## src/rtl/brcond_pkg.sv

```systemverilog
package brcond_pkg;

  localparam int COND_W = 4;

  typedef enum logic [COND_W-1:0] {
    CC_ALWAYS = 4'h0,
    CC_NE     = 4'h1,
    CC_EQ     = 4'h2,
    CC_GTU    = 4'h3,
    CC_GEU    = 4'h4,
    CC_GTS    = 4'hC,
    CC_GES    = 4'hD
  } cond_e;

  typedef struct packed {
    logic eq;
    logic gtu;
    logic gts;
  } cmp_flags_t;

endpackage

```

## src/rtl/brcond_opsel.sv

```systemverilog
module brcond_opsel #(
  parameter int DATA_W = 32,
  parameter int IMM_W  = 16
) (
  input  logic              use_imm_i,
  input  logic [DATA_W-1:0] rs2_i,
  input  logic [IMM_W-1:0]  imm_i,
  output logic [DATA_W-1:0] opb_o
);

  logic [DATA_W-1:0] imm_ext;

  generate
    if (IMM_W < DATA_W) begin : g_extend
      localparam int PAD_W = DATA_W - IMM_W;
      assign imm_ext = {{PAD_W{imm_i[IMM_W-1]}}, imm_i};
    end else begin : g_trunc
      assign imm_ext = imm_i[DATA_W-1:0];
    end
  endgenerate

  assign opb_o = use_imm_i ? imm_ext : rs2_i;

endmodule

```

## src/rtl/brcond_cmp.sv

```systemverilog
module brcond_cmp
  import brcond_pkg::*;
#(
  parameter int DATA_W = 32
) (
  input  logic [DATA_W-1:0] opa_i,
  input  logic [DATA_W-1:0] opb_i,
  output cmp_flags_t        flags_o
);

  always_comb begin
    flags_o.eq  = (opa_i == opb_i);
    flags_o.gtu = (opa_i > opb_i);
    flags_o.gts = ($signed(opa_i) > $signed(opb_i));
  end

endmodule

```

## src/rtl/brcond_sel.sv

```systemverilog
module brcond_sel
  import brcond_pkg::*;
(
  input  logic [COND_W-1:0] cond_i,
  input  cmp_flags_t        flags_i,
  output logic              taken_o,
  output logic              bad_o
);

  always_comb begin
    taken_o = 1'b0;
    bad_o   = 1'b0;
    case (cond_i)
      CC_ALWAYS: taken_o = 1'b1;
      CC_NE:     taken_o = !flags_i.eq;
      CC_EQ:     taken_o = flags_i.eq;
      CC_GTU:    taken_o = flags_i.gtu;
      CC_GEU:    taken_o = flags_i.gtu || flags_i.eq;
      CC_GTS:    taken_o = flags_i.gts;
      CC_GES:    taken_o = flags_i.gts || flags_i.eq;
      default:   bad_o   = 1'b1;
    endcase
  end

endmodule

```

## src/rtl/brcond_unit.sv

```systemverilog
module brcond_unit
  import brcond_pkg::*;
#(
  parameter int DATA_W = 32,
  parameter int IMM_W  = 16,
  parameter int ADDR_W = 32
) (
  input  logic              clk,
  input  logic              rst,
  input  logic              eval_i,
  input  logic              use_imm_i,
  input  logic [COND_W-1:0] cond_i,
  input  logic [DATA_W-1:0] rs1_i,
  input  logic [DATA_W-1:0] rs2_i,
  input  logic [IMM_W-1:0]  imm_i,
  input  logic [ADDR_W-1:0] ip_i,
  input  logic [ADDR_W-1:0] jump_addr_i,
  output logic              taken_o,
  output logic [ADDR_W-1:0] next_ip_o,
  output logic              cond_bad_o,
  output logic              taken_q_o
);

  localparam logic [ADDR_W-1:0] IP_STEP = {{(ADDR_W-1){1'b0}}, 1'b1};

  logic [DATA_W-1:0] opb;
  cmp_flags_t        flags;
  logic              taken_c;

  brcond_opsel #(.DATA_W(DATA_W), .IMM_W(IMM_W)) u_opsel (
    .use_imm_i (use_imm_i),
    .rs2_i     (rs2_i),
    .imm_i     (imm_i),
    .opb_o     (opb)
  );

  brcond_cmp #(.DATA_W(DATA_W)) u_cmp (
    .opa_i   (rs1_i),
    .opb_i   (opb),
    .flags_o (flags)
  );

  brcond_sel u_sel (
    .cond_i  (cond_i),
    .flags_i (flags),
    .taken_o (taken_c),
    .bad_o   (cond_bad_o)
  );

  assign taken_o   = taken_c;
  assign next_ip_o = taken_c ? jump_addr_i : (ip_i + IP_STEP);

  always_ff @(posedge clk) begin
    if (rst) begin
      taken_q_o <= 1'b0;
    end else begin
      taken_q_o <= eval_i && taken_c;
    end
  end

endmodule

```

## config.mk

```make
export PLATFORM = sky130hd
export DESIGN_NAME = brcond_unit
export DESIGN_NICKNAME = d
export VERILOG_FILES = /design/src/rtl/brcond_pkg.sv /design/src/rtl/brcond_opsel.sv /design/src/rtl/brcond_cmp.sv /design/src/rtl/brcond_sel.sv /design/src/rtl/brcond_unit.sv
export SDC_FILE = /design/constraint.sdc
export NUM_CORES = 1
export LEC_CHECK = 0
export CORE_UTILIZATION = 33
export DETAILED_ROUTE_END_ITERATION = 12
export PLACE_DENSITY_LB_ADDON = 0.15
export SLEW_MARGIN = 10
export SYNTH_ARGS = -nofsm -noshare
export SYNTH_HDL_FRONTEND = slang
export SYNTH_SLANG_ARGS = --single-unit
```

## constraint.sdc

```tcl
create_clock -name clk -period 5.8 [get_ports clk]
set_clock_uncertainty 0.05 [all_clocks]
set_input_delay 0.87 -clock clk [delete_from_list [all_inputs] [get_ports clk]]
set_output_delay 0.87 -clock clk [all_outputs]
set_load 0.01 [all_outputs]
```

Word-level counts from Yosys, hierarchy flattened:

Index checks and enable logic that the tools add are counted.
Widths: inputs -> output; s select.

* flip-flop bits (word level): 1
* word-level logic and storage cells: 21
* input port bits: 152

* $add $sub $neg: 1
* mux-type cells: 4
* equal/unequal tests: 7
* magnitude comparators: 2
* reductions and logical operators: 6

Operator list (count)
* $gt 32x32->1: 2
* $mux 32: 2
* $add 32x1->32 const B: 1
* $eq 32x32->1: 1
* $eq 4x2->1 const B: 2
* $eq 4x4->1 const B: 2
* $pmux 1 s7: 1
* $reduce_or 7->1: 1
* $eq 4x1->1 const B: 1
* $eq 4x3->1 const B: 1
* $logic_not 4->1: 1
* $logic_or 1x1->1: 2
* $logic_and 1x1->1: 1
* $logic_not 1->1: 1
* $mux 1: 1

Logic depth before layout (Yosys ltp):

* word-level depth: 5
* gate-level depth with buffers: 14
* gate-level depth less buffers: 10

Hierarchy:

From an unflattened synthesis, not the netlist that was laid out.

* cell total of the unflattened synthesis: 349
* area total of the unflattened synthesis: 2536.2 µm²

By module, submodules not included
* brcond_unit: instances 1, area each 1081.0 µm², seq. area each 20.0 µm², cells each 185
* brcond_cmp: instances 1, area each 827.0 µm², seq. area each 0.0 µm², cells each 116
* brcond_opsel: instances 1, area each 549.3 µm², seq. area each 0.0 µm², cells each 37
* brcond_sel: instances 1, area each 78.8 µm², seq. area each 0.0 µm², cells each 11

Worst setup path before layout:

OpenSTA, ideal clock, no wires.

* path type: input to output
* from: in use_imm_i
* to: out next_ip_o[10]
* stages on the path: 14
* data required time: 4880 ps
* slack: 595 ps
* buffers on the path: 4
* data arrival time: 4285 ps
* path through: clkbuf_1 > and2_1 > clkbuf_1 > clkbuf_1 > a21oi_1 > ha_1 > a21oi_1 > o21ai_0 > a2111oi_0 > a211oi_1 > a2111oi_4 > mux2i_4 > buf_6 > mux2_4

* longest elaborated chain between the ends: 5

Ends and longest elaborated chain
* start, declared: RTL line brcond_unit.sv:11 `input logic use_imm_i,`
* $mux 32 *: RTL line brcond_opsel.sv:22 `assign opb_o = use_imm_i ? imm_ext : rs2_i;`
* $gt 32x32->1, or another cell as far along: RTL line brcond_cmp.sv:14 `flags_o.gts = ($signed(opa_i) > $signed(opb_i));`
* $logic_or 1x1->1, or another cell as far along: RTL line brcond_sel.sv:20 `CC_GES: taken_o = flags_i.gts || flags_i.eq;`
* $pmux 1 s7 *: RTL line brcond_sel.sv:13 `case (cond_i)`
* $mux 32 *: RTL line brcond_unit.sv:51 `assign next_ip_o = taken_c ? jump_addr_i : (ip_i + IP_STEP);`
* end, declared: RTL line brcond_unit.sv:19 `output logic [ADDR_W-1:0] next_ip_o,`

Every way passes the cells marked *; elsewhere a longest branch is shown, timed or not.

Final worst setup path:

* from: in imm_i[15]
* to: out next_ip_o[1]

* longest elaborated chain between the ends: 5

Ends and longest elaborated chain
* start, declared: RTL line brcond_unit.sv:15 `input logic [IMM_W-1:0] imm_i,`
* $mux 32 *: RTL line brcond_opsel.sv:22
* $gt 32x32->1, or another cell as far along: RTL line brcond_cmp.sv:14
* $logic_or 1x1->1, or another cell as far along: RTL line brcond_sel.sv:20
* $pmux 1 s7 *: RTL line brcond_sel.sv:13
* $mux 32 *: RTL line brcond_unit.sv:51

Marks and branches as above.

==> results.cfg <==
[status]
outcome = completed

[hold_path]
worstHoldStart = rst
min_path_cells = 2
hold_end = taken_q_o
hp-class = input port to flop

[grt]
overflow = 0
track_usage_pct = 20.95
grt_pass1_wl_mm = 12.43
antenna_found_initial = 0
grt_start_max_net_pins = 27
grt_pass1_vias = 2741

[timing]
rsz0062_at_grt = no
max_freq_mhz = 181.3
setup_ws_ns = 0.2842
relSlewSlack_pct = 69.27
holdWs_ns = 1.379
hold_violations = 0
worst_pin_slew_ns = 0.4494
tns_ns = 0
post-route-min-period_ns = 5.516
setup_violations = 0
maxSlewViolCount = 0
fin_crit_sh_pct = 95.10

[logic_synthesis]
synth-xor-area-share_pct = 12.19
avgSynthCellArea_um2 = 8.260
ys_ff_latch = 1
synth.distinct_cells = 39
muxShareOfSynthArea_pct = 29.89
synth_top_family_by_area = multiplexers
yosysWarnings = 0
ys_seq_area_share_pct = 0.9286
synth_area_mm2 = 0.002156
synth_fa_ha_area_share_pct = 19.15
synth_cells = 261
synth.net_count = 446
yosys.area_share.simple_pct = 19.97
synth-compound-area-share_pct = 14.22

[drt]
firstDrtPassIters = 6
post-route-drc-count = 0
drtIter0Drc = 35
routed_wl_mm = 7.625
post_drt_wl_per_cell_um = 14.47
via_per_inst = 5.125
vias = 2701
detail-route-antenna-nets = 0

[final_layout]
top_register = taken_q_o
layout-drive-gt1-share_pct = 11.11
final_cell_mix = 185 x clkdlybuf4s50_1, 33 x ha_1, 29 x a21oi_1
fin_cells = 527
largest_reg_flops = 1
final_net_count = 637
syn2layout_area_growth_pct = 94.08
reg.largest.list = taken_q_o (1)
layout_commonest_cell = clkdlybuf4s50_1
antenna_cells = 0
fillers = 548

[floorplan]
core_mm2 = 0.006314
io_pins = 187
start_util_pct = 34.15
rows = 29
fp.dieW_um = 82.83
die_h_um = 82.83
die_area_mm2 = 0.006860

[placement]
routabilityCongestion = 0.8196
numPortBuffers = 186
post-place-ws_ns = -0.01143
dp_cells = 523
dp_hpwl_mm = 6.601

[worst_setup_path]
path_cells = clkdlybuf4s50_1 -> and2_2 -> buf_4 -> a21oi_1 -> ha_1 -> nand4_1 -> nor2_1 -> a221o_1 -> o31a_1 -> a2111oi_4 -> mux2i_4 -> buf_12 -> mux2_2 -> clkdlybuf4s50_1
crit_top_cell = clkdlybuf4s50_1
crit_path_max_incr_delay_ns = 0.48
path_max_fanout = 26
cp_num_buf_inv = 4
path_class = input port to output port
arrival_ns = 4.60
cp.depth = 14
startpoint_type = input port
required_ns = 4.88
end_kind = output port
path_delay_family = buffers and inverters
cpMaxStageDelayCell = clkdlybuf4s50_1

[power_and_ir_drop]
power_uw = 380.2
power_density_mw_per_mm2 = 90.87
clkPwrFrac_pct = 0
p_int_uw = 248.0
peakVddDrop_v = 0.00005946
swShare_pct = 34.77
p_leak_nw = 1.764
p_sw_uw = 132.2
pwr-share-comb_pct = 98.0
power_frac_seq_pct = 2.0

[clock_tree]
path_clk_slew_ns = 0
hold_buffers = 0

[run]
drv_cap = 0
-- power groups by stage --
stage / registers, mW / clock network, mW / logic, mW
final: 0.00743 / 0 / 0.373
after global routing: 0.00752 / 0 / 0.402
after global placement: 0.00744 / 0 / 0.364
after CTS: 0.00745 / 0 / 0.371
after floorplan: 0.00763 / 0 / 0.172
after detailed placement: 0.00745 / 0 / 0.368
-- layer usage --
layer  vias to the layer above  track usage (%)  wire [um]
met5                         -                0          0
met4                         0            1.254         57
met3                         4            3.777        527
met2                        98            42.40       3998
met1                      1229            23.27       3042
li1                       1370                -          -
-- worst max-delay path by stage --
stage / startpoint / to / slack (ns)
2_1_floorplan: use_imm_i / next_ip_o[10] / 0.60
3_3_place_gp: use_imm_i / next_ip_o[31] / 0.05
3_5_place_dp: use_imm_i / next_ip_o[31] / -0.01
4_1_cts: use_imm_i / next_ip_o[31] / 0.02
5_1_grt: imm_i[15] / next_ip_o[1] / 0.09
6_report: imm_i[15] / next_ip_o[1] / 0.28
-- logic make-up after synthesis --
group,after synthesis
buffers and inverters,15
DFF,1
xor gates and xnor gates,30
adders and majority gates,33
muxes,49
and+or+nand+nor,85
AOI/OAI and AO/OA,48
-- synthesized netlist by cell type, drive strengths merged --
cell type   n  area, um^2
xnor2      18       157.7
and3        6       37.54
a211oi      2       15.01
inv         5       18.77
clkinv      1       3.750
a31oi       1       6.260
nand4      11       68.82
nand2b      2       12.51
a21oi      29       145.1
a311oi      1       8.760
dfxtp       1       20.02
o21ai       3       15.01
ha         33       412.9
o22ai       1       6.260
clkbuf      5       18.77
mux2       32       461.7
and2        3       18.77
and2b       1       7.510
a221o       1       10.01
o31a        2       17.52
nand3      18       90.09
o211ai      2       15.01
nor3        5       25.02
nor4        2       12.51
or3         1       6.260
a21o        3       22.52
nor2b       2       12.51
or4         2       15.01
xor2       12       105.1
nor3b       1       7.510
nor2       14       52.55
mux2i      17       182.7
buf         4       37.53
a2111oi     3       45.05
nand2      17       63.81
-- metrics by stage --
stage                     area [um^2]  util [%]
after global placement           4130     65.42
after CTS                        4134     65.48
after global routing             4184     66.27
final                            4184     66.27
after detailed placement         4130     65.42
after floorplan                  2156         -
-- area by class of cell --
cell class                 count  area (um^2)  share of cell area [%]
inverter                       6        26.28                  0.6280
tap                           77        96.34                   2.303
timing repair buffer         197         1967                   47.01
multi-input combinational    245         2069                   49.46
sequential                     1        20.02                  0.4785
timing repair inverter         1        5.005                  0.1196
-- timing repair --
action                                  4_1_cts  5_1_grt
endpoints found under the setup margin        4       32
gates resized for setup                       1        7
pin swaps                                     0        0
cloned                                        0        1
setup buffers                                 0        3
Note: power is estimated with default switching activity, not from simulation.
